File: config.mk
export PLATFORM = sky130hd
export DESIGN_NAME = mclk_mult_sel
export DESIGN_NICKNAME = d
export VERILOG_FILES = /design/src/rtl/mclk_mult_sel.sv
export SDC_FILE = /design/constraint.sdc
export NUM_CORES = 1
export LEC_CHECK = 0
export BUFFER_PORTS_ARGS = -buffer_cell sky130_fd_sc_hd__buf_2
export CAP_MARGIN = 20
export CORE_UTILIZATION = 58
export DETAILED_ROUTE_END_ITERATION = 16
export GPL_ROUTABILITY_DRIVEN = 0
export MAX_ROUTING_LAYER = met4
export PLACE_DENSITY = 0.86
export SYNTH_ARGS = -nofsm -noshare
export SYNTH_HDL_FRONTEND = slang
export SYNTH_SLANG_ARGS = --single-unit
File: constraint.sdc
create_clock -name clk -period 5.1 [get_ports clk]
set_input_delay 1.02 -clock clk [delete_from_list [all_inputs] [get_ports clk]]
set_output_delay 1.02 -clock clk [all_outputs]
set_load 0.005 [all_outputs]
File: src/rtl/mclk_mult_sel.sv
module mclk_mult_sel #(
  parameter int NCH      = 2,
  parameter int NSLOT    = 2,
  parameter int FW       = 12,
  parameter int MW       = 5,
  parameter int LW       = 16,
  parameter int MULT_MIN = 3,
  parameter int MULT_MAX = 12,
  parameter int REF_HI   = 133,
  parameter int REF_LO   = 100,
  localparam int ND = NCH * NSLOT,
  localparam int CW = $clog2(NSLOT + 1)
) (
  input  logic             clk,
  input  logic             rst_n,
  input  logic             start,
  input  logic [ND-1:0]    dimm_present,
  input  logic [ND*FW-1:0] std_fmax,
  input  logic [ND-1:0]    perf_avail,
  input  logic [ND-1:0]    perf_v15,
  input  logic [ND*FW-1:0] perf_fmax,
  input  logic [ND*CW-1:0] perf_lim,
  input  logic             cfg_ign_lim,
  input  logic             cfg_ign_fuse,
  input  logic [FW-1:0]    fuse_fmax,
  input  logic [FW-1:0]    board_fmax,
  input  logic             ref_sel,
  input  logic [LW-1:0]    lock_wait,
  input  logic             pll_lock,
  output logic [MW-1:0]    mult,
  output logic             pll_en,
  output logic             done,
  output logic             fail
);

  localparam logic [FW-1:0] MAX_F = FW'(MULT_MAX);
  localparam logic [FW-1:0] MIN_F = FW'(MULT_MIN);
  localparam logic [MW-1:0] MIN_M = MW'(MULT_MIN);

  typedef enum logic [2:0] {S_IDLE, S_TRY, S_DROP, S_LOCK, S_FAIL} st_t;

  st_t           st;
  logic [LW-1:0] cnt;
  logic [CW-1:0] ch_cnt [NCH];
  logic [FW-1:0] target, cap, clamped, quot, refv;
  logic          any;
  logic [MW-1:0] mult0;
  logic          tmo;

  always_comb begin
    for (int c = 0; c < NCH; c++) begin
      ch_cnt[c] = '0;
      for (int s = 0; s < NSLOT; s++)
        ch_cnt[c] = ch_cnt[c] + CW'(dimm_present[c*NSLOT+s]);
    end
    target = '1;
    any    = 1'b0;
    for (int i = 0; i < ND; i++) begin
      logic          usep;
      logic [FW-1:0] f;
      usep = perf_avail[i] && perf_v15[i] &&
             (cfg_ign_lim || ch_cnt[i/NSLOT] <= perf_lim[i*CW +: CW]);
      f = usep ? perf_fmax[i*FW +: FW] : std_fmax[i*FW +: FW];
      if (dimm_present[i]) begin
        any = 1'b1;
        if (f < target) target = f;
      end
    end
  end

  assign cap     = (board_fmax != '0) ? board_fmax : (cfg_ign_fuse ? '1 : fuse_fmax);
  assign clamped = (target < cap) ? target : cap;
  assign refv    = ref_sel ? FW'(REF_LO) : FW'(REF_HI);
  assign quot    = clamped / refv;
  assign mult0   = (quot > MAX_F) ? MW'(MULT_MAX) : quot[MW-1:0];
  assign tmo     = ({1'b0, cnt} + 1'b1) >= {1'b0, lock_wait};

  always_ff @(posedge clk or negedge rst_n) begin
    if (!rst_n) begin
      st   <= S_IDLE;
      mult <= '0;
      cnt  <= '0;
    end else begin
      case (st)
        S_IDLE: if (start) begin
          if (!any || quot < MIN_F) st <= S_FAIL;
          else begin
            mult <= mult0;
            cnt  <= '0;
            st   <= S_TRY;
          end
        end
        S_TRY: begin
          if (pll_lock) st <= S_LOCK;
          else if (tmo) begin
            if (mult <= MIN_M) st <= S_FAIL;
            else begin
              mult <= mult - 1'b1;
              st   <= S_DROP;
            end
          end else cnt <= cnt + 1'b1;
        end
        S_DROP: begin
          cnt <= '0;
          st  <= S_TRY;
        end
        default: st <= st;
      endcase
    end
  end

  assign pll_en = (st == S_TRY) || (st == S_LOCK);
  assign done   = (st == S_LOCK);
  assign fail   = (st == S_FAIL);

endmodule

==> results.md, run 1 <==
* Hpwl dp at 31150 um
* CTS sink cnt at 24
* Avg Inst Size Synth at 7.259 um^2
* Root buf cell: clkbuf_16
* Max clock buf depth at 2
* Netlist cell types at 101
* Synth Flop Type: dfrtp_1
* Run Error: [ERROR DPL-0038] Utilization greater than 100%, impossible to legalize
* Netlist Area Pre-Place at 0.007898 mm^2
* Yosys warns at 0
* Starting density of the core at 59.64%
* CTS H-tree depth at 1
* Synth Instances at 1088
* Placed instance count at 1782
* Yosys reg bits at 24
* Die H at 118.7 um
* # IOs at 171
* Post-synth EDFFs at 0
* Status: did not finish
* Port buffer count at 170
* Synth async-reset ratio at 100.0%
* Sequential area share after synthesis at 7.605%
* Setup bufs post-CTS at 58
* Placement Rows at 42
* Die W at 118.7 um
* Post-CTS Resized at 148
* Post-CTS Hold Buffers at 0
* CTS buffer count at 3
* Syn_nets at 1349
* Exit stage: clock tree synthesis
-- stage by stage --
| step | hold WS, ps | setup WS, ps | TNS [ps] | utilization (%) | cell area (um^2) |
|---|---|---|---|---|---|
| after floorplan | 500.8 | -14710 | -333360 | - | 8258 |
| after global placement | 519.7 | -14270 | -324920 | 90.38 | 11970 |
| after detailed placement | 568.1 | -16110 | -367240 | 90.38 | 11970 |
-- logic make-up after synthesis --
logic type,Yosys count,share of synthesized area [%]
simple gates,409,26.90
compound gates,350,31.29
buf+inv,106,5.529
fa+ha+maj,98,15.53
mux,72,9.838
xor+xnor,29,3.311
flops,24,7.605
-- synth_stat cells, types with 7 or more instances --
cell type  count  area, um^2
or2_2         22       137.6
nor4_1         9       56.30
o31ai_1        8       60.06
xnor2_1       17       148.9
a211oi_1       9       67.56
nor3_1        20       100.1
a21o_1        24       180.2
a31oi_1       16       100.1
o21a_1         8       60.06
or3_1         11       68.82
a21oi_1       73       365.4
xor2_1        11       96.34
nand3_1       30       150.1
o21ai_1       15       75.07
nor2_1       121       454.2
mux2i_1       35       350.3
and2_1        12       75.07
o211ai_1      10       75.07
nor2b_1       21       131.4
mux2_2        33       371.6
clkbuf_1      13       48.80
nor3b_1        8       60.06
dfrtp_1       24       600.6
nand2_1       74       277.8
o21ai_0       78       390.4
nand4_1       19       118.9
and3_1         7       43.79
nand2b_1      20       125.1
inv_1         80       300.3
ha_1          98        1226
==> run 2: changes to the inputs <==
Settings changed: CORE_UTILIZATION 58 to 40, MAX_ROUTING_LAYER met4 to unset, PLACE_DENSITY 0.86 to unset, PLACE_DENSITY_LB_ADDON set to 0.15.
==> run 2 against run 1 <==
Compared with the run above: the flow now finishes, with violations (negative setup slack); synthesized area unchanged; synthesized cell count unchanged.
==> results.md, run 2 <==
* Placeable Area at 0.01940 mm^2
* Syn_nets at 1349 (unchanged)
* DR vias/cell at 5.544
* # setup viols final at 23
* Setup CP Type: in2reg
* Final worst path period share at 379.1%
* TritonCTS clock tree: built
* Routed WL at 33220 um
* MaxCap Viol Count at 0
* Synth Area in Adders at 15.53% (unchanged)
* Initial DRC Count at 753
* Worst-path fanout max at 8
* Yosys reg bits at 24 (unchanged)
* Failing checks: negative setup slack
* Clock transition at path regs at 70 ps
* Commonest cells post-synth: nor2_1 (121), ha_1 (98), inv_1 (80)
* CTS H-tree depth at 1 (unchanged)
* Die H at 142.5 um (+20%)
* Placement Rows at 51 (+21%)
* Max clock buf depth at 2 (unchanged)
* Max reg flops at 16
* GRT Residual Overflow at 0
* Most common cell after layout, fill and taps aside: buf_4
* CP Capture Type: flop
* Yosys warns at 0 (unchanged)
* Routed length per instance at 16.59 um
* Min Tclk post-route at 19330 ps
* Synth Area in XOR/XNOR at 3.311% (unchanged)
* Sequential area share after synthesis at 7.605% (unchanged)
* CTS buffer count at 3 (unchanged)
* ANT cells at 0
* Slew @ Worst Pin at 650.2 ps
* Area Overhead vs Synth at 79.47%
* Fmax at 0.05172 GHz
* Hpwl dp at 24020 um (-23%)
* Synth Flop Type: dfrtp_1
* Reg-to-reg setup timing slack at 420 ps
* Biggest register: cnt
* Post-synthesis mux area share at 9.838% (unchanged)
* Avg Inst Size Synth at 7.259 um^2 (unchanged)
* Nets at 1999
* Simple-gate area share of the yosys netlist at 26.90% (unchanged)
* Vias in the first global route at 10834
* Netlist cell types at 101 (unchanged)
* Most common cell in the synthesized netlist: nor2_1
* Die W at 142.5 um (+20%)
* Post-synth EDFFs at 0 (unchanged)
* Later-pin clock latency in the skew report at 260 ps
* Largest family of logic cells by synthesized area: compound AO/OA/AOI/OAI gates
* CP peak stage delay at 500 ps
* Status: finished with violations
* Data arrival, critical path at 19490 ps
* Most frequent cells in the layout: buf_4 (478), buf_2 (168), nor2_1 (106)
* Fin. Hold Viols at 0
* Synth area leader: ha_1
* Via count at 11100
* Setup crit start kind: primary input
* FILL cells at 1433
* Worst slew margin at 56.65%
* First-pass detailed-route iteration total at 8
* Post-CTS Hold Buffers at 0 (unchanged)
* Gr usage total at 30.62%
* Starting density of the core at 40.71% (-19 points)
* Top cells by area, synth: ha_1 (16%), dfrtp_1 (7.6%), nor2_1 (5.8%)
* Regs by FF count: cnt x16, mult x5, st x3
* Netlist Area Pre-Place at 0.007898 mm^2 (unchanged)
* Area post-placement at 0.01220 mm^2 (+1.9%)
* Clock skew at 7.685 ps
* Root buf cell: clkbuf_16
* Crit path top cell by count: a21o_1
* Largest net degree at the start of global routing at 25
* Final worst slack at -14230 ps
* Hold Path Class: reg2reg
* CTS sink cnt at 24 (unchanged)
* # IOs at 171 (unchanged)
* Synth async-reset ratio at 100.0% (unchanged)
* Slowest CP cell: or4b_4
* Initial antenna violation count at 0
* First-pass GRT wire length at 50760 um
* Final instance area at 0.01417 mm^2
* Drt drc at 0
* Synth Instances at 1088 (unchanged)
* CP Data Required Time at 5260 ps
* Top cell type's share of synthesized area at 15.53% (unchanged)
* Port buffer count at 170 (unchanged)
* Final ANT Viol Nets at 0
* Synth Area in Compound Gates at 31.29% (unchanged)
* Die area at 0.02031 mm^2
* Layout cells sized above 1 at 53.60%
* Unrepaired setup endpoints after global routing: true
* Max Transition Viols Final at 0
run 2: cell counts after synthesis:
Identical to the previous run, type by type.
run 2: critical path, delay by kind of cell:
kind | cells | cell delay [ps]
AOI/OAI and AO/OA | 49 | 8100
xor gates and xnor gates | 2 | 380
adders and majority gates | 12 | 3120
buffers and inverters | 12 | 1390
muxes | 2 | 690
and+or+nand+nor | 32 | 4680
run 2: stage by stage:
stage | cells | utilization [%] | setup TNS, ps | setup slack, ps | hold WS, ps
2_1_floorplan | 1088 | - | -333360 | -14710 | 500.8
3_3_place_gp | 1887 | 62.89 | -331370 | -14570 | 531.0
3_5_place_dp | 1887 | 62.89 | -341090 | -14990 | 540.1
4_1_cts | 1984 | 70.49 | -313520 | -13710 | 551.3
5_1_grt | 2002 | 73.07 | -341680 | -14900 | 577.4
6_report | 2002 | 73.07 | -325650 | -14230 | 551.9
run 2: cells by family (layout without fill, tap and decap cells):
family                   count (synthesis)  count (layout)
AO/OA/AOI/OAI                          350             352
XOR/XNOR                                29              29
adder cells (fa/ha/maj)                 98              98
buffers and inverters                  106             753
flip-flops                              24              24
multiplexers                            72              72
AND/OR/NAND/NOR                        409             409
run 2: layer usage:
layer  track usage [%]  wire [um]
met5                 0          0
met4             11.32       1148
met3             3.668       1844
met2             55.93      16470
met1             36.37      13760
run 2: final cells by class:
type	instances	area, um^2	share of cell area [%]
Tap cell	265	331.6	2.339
Multi-Input combinational cell	960	8073	56.96
Clock inverter	1	30.03	0.2119
Sequential cell	24	600.6	4.237
Timing Repair Buffer	668	4738	33.43
Clock buffer	3	75.07	0.5297
Inverter	81	325.3	2.295
run 2: final timing paths:
check | from | to | cells after the start
worst min register to register | cnt[0] | cnt[0] | 1
min in group asynchronous | rst_n | cnt[0] | 1
worst min-delay path | cnt[0] | cnt[0] | 1
worst max-delay path | dimm_present[0] | mult[1] | 109
max in group asynchronous | rst_n | cnt[6] | 1
worst max register to register | cnt[0] | st[0] | 31
run 2: repair_timing:
action / 4_1_cts / 5_1_grt
pin swaps: 80 / 62
setup endpoints to repair: 23 / 24
resized for setup: 135 / 72
cloned: 2 / 1
buffers inserted: 92 / 18
Power of run 2 is not shown: default switching activity piles up to over one toggle a cycle in this logic, so the estimate is an artifact.
==> run 3: changes to the inputs <==
Settings changed: CORE_ASPECT_RATIO set to 1.2.
==> run 3 against run 2 <==
Compared with the run above: the run still ends with negative setup slack left; critical path depth down 9; core utilization down 0.23 points; wire length fell by 5.7%; hold slack improved by 4.9 ps; clock-buffer cell count unchanged; critical path type unchanged; critical endpoint unchanged.
==> results.md, run 3 (synthesized netlist as in run 2, its figures left out) <==
* Root buf cell: clkbuf_16
* Final worst slack at -14490 ps (-252.4 ps)
* # setup viols final at 23 (unchanged)
* First-pass detailed-route iteration total at 8 (unchanged)
* Worst slew margin at 59.41% (+2.8 points)
* Most common cell after layout, fill and taps aside: buf_4
* Layout cells sized above 1 at 52.35% (-1.2 points)
* Max clock buf depth at 2 (unchanged)
* Data arrival, critical path at 19730 ps (+240 ps)
* Hpwl dp at 24010 um (about the same)
* DR vias/cell at 5.529 (-0.28%)
* MaxCap Viol Count at 0 (unchanged)
* Final worst path period share at 384.1% (+4.9 points)
* Area Overhead vs Synth at 76.43%
* Fmax at 0.05105 GHz (-1.3%)
* Routed length per instance at 15.80 um (-4.8%)
* Hold Path Class: reg2reg
* Slowest CP cell: or4b_4
* Failing checks: negative setup slack
* Via count at 10958 (-1.3%)
* Post-CTS Hold Buffers at 0 (unchanged)
* Initial DRC Count at 491 (-35%)
* Most frequent cells in the layout: buf_4 (467), buf_2 (168), nor2_1 (108)
* TNS Setup at -330060 ps (-4414 ps)
* Biggest register: cnt
* Non-Filler Instances at 1982 (-1.0%)
* Fin. Hold Viols at 0 (unchanged)
* Crit path top cell by count: a21o_1
* First-pass GRT wire length at 48850 um (-3.8%)
* CTS H-tree depth at 1 (unchanged)
* Port buffer count at 170 (unchanged)
* Clock skew at 2.219 ps (-5.466 ps)
* Initial antenna violation count at 3 (+3)
* GRT Residual Overflow at 0 (unchanged)
* Largest net degree at the start of global routing at 25 (unchanged)
* Die area at 0.02031 mm^2 (about the same)
* Placement Rows at 55 (+7.8%)
* Max Transition Viols Final at 0 (unchanged)
* Setup CP Type: in2reg
* Worst-path fanout max at 7 (-1)
* Clock transition at path regs at 60 ps (about the same)
* Nets at 1985 (-0.70%)
* Placed instance count at 1890 (+0.16%)
* Max reg flops at 16 (unchanged)
* FILL cells at 1492 (+4.1%)
* Later-pin clock latency in the skew report at 260 ps (about the same)
* # IOs at 171 (unchanged)
* CTS sink cnt at 24 (unchanged)
* Unrepaired setup endpoints after global routing: true
* Placeable Area at 0.01913 mm^2 (-1.4%)
* Final ANT Viol Nets at 0 (unchanged)
* Slew @ Worst Pin at 603.5 ps (-46.75 ps)
* Drt drc at 0 (unchanged)
* Regs by FF count: cnt x16, mult x5, st x3
* Die H at 155.9 um (+9.4%)
* Gr usage total at 29.48% (-1.1 points)
* Routed WL at 31330 um (-5.7%)
* CP Data Required Time at 5240 ps (-20 ps)
* CP peak stage delay at 520 ps (+20 ps)
* TritonCTS clock tree: built
* Die W at 130.3 um (-8.6%)
* CP Capture Type: flop
* Setup crit start kind: primary input
* Starting density of the core at 41.28% (+0.57 points)
* Vias in the first global route at 10579 (-2.4%)
* CTS buffer count at 3 (unchanged)
* Status: finished with violations
* Min Tclk post-route at 19590 ps (+252.4 ps)
## run 3: cell count changes in the layout (fill, tap and decap cells not counted), moves of 3 or more
cell,previous run,this run
nand2_4,2,5
o21ai_1,14,18
a21oi_2,21,24
o21ai_4,8,5
diode_2,0,3
nor2_2,8,5
buf_4,478,467
ha_1,73,79
ha_4,24,18
nand2_2,8,3
buf_6,15,12
## run 3: path summary, 6_finish.rpt
check                           cells after the start  slack, ps  endpoint            start
worst min register to register                      2        560   cnt[15]          cnt[15]
max in group asynchronous                           1       3990   mult[1]            rst_n
min in group asynchronous                           1        740    cnt[3]            rst_n
worst max-delay path                              100     -14490   mult[1]  dimm_present[0]
worst max register to register                     28        620     st[2]           cnt[0]
worst min-delay path                                2        560   cnt[15]          cnt[15]
## run 3: final cells by class
class / count / area, um^2 / share of cell area, %
multi-input combinational: 959 / 7934 / 56.94
timing repair buffer: 655 / 4642 / 33.32
sequential: 24 / 600.6 / 4.310
inverter: 81 / 324.1 / 2.326
tap: 256 / 320.3 / 2.299
clock buffer: 3 / 75.07 / 0.5388
clock inverter: 1 / 30.03 / 0.2155
antenna: 3 / 7.507 / 0.05388
## run 3: worst max-delay path, delay by kind of cell
| kind | cells | cell delay [ps] |
|---|---|---|
| xor gates and xnor gates | 1 | 150 |
| buffers and inverters | 8 | 1180 |
| adders and majority gates | 12 | 3170 |
| muxes | 2 | 640 |
| and+or+nand+nor | 29 | 5170 |
| AOI/OAI and AO/OA | 48 | 8380 |
## run 3: what timing repair did
item	CTS	global route
pin swaps	73	75
setup endpoints to repair	23	24
gates cloned	2	1
gates resized for setup	103	86
buffers inserted	60	25
## run 3: metal layers
layer	GRT usage, %	part of all wire [%]
met1	34.33	40
met2	54.79	52
met3	1.955	3.7
met4	12.07	4.1
met5	0	0
## run 3: stage by stage
step | area, um^2 | hold WS (ps) | util, % | worst slack [ps]
finish | 13930 | 556.8 | 72.83 | -14490
detailed placement | 12290 | 544.6 | 64.25 | -14940
CTS | 13390 | 562.5 | 70.00 | -13970
global placement | 12290 | 534.7 | 64.25 | -14610
floorplan | 8258 | 500.8 | - | -14710
global route | 13930 | 583.7 | 72.83 | -15320
Power of run 3 is left out for the same reason.
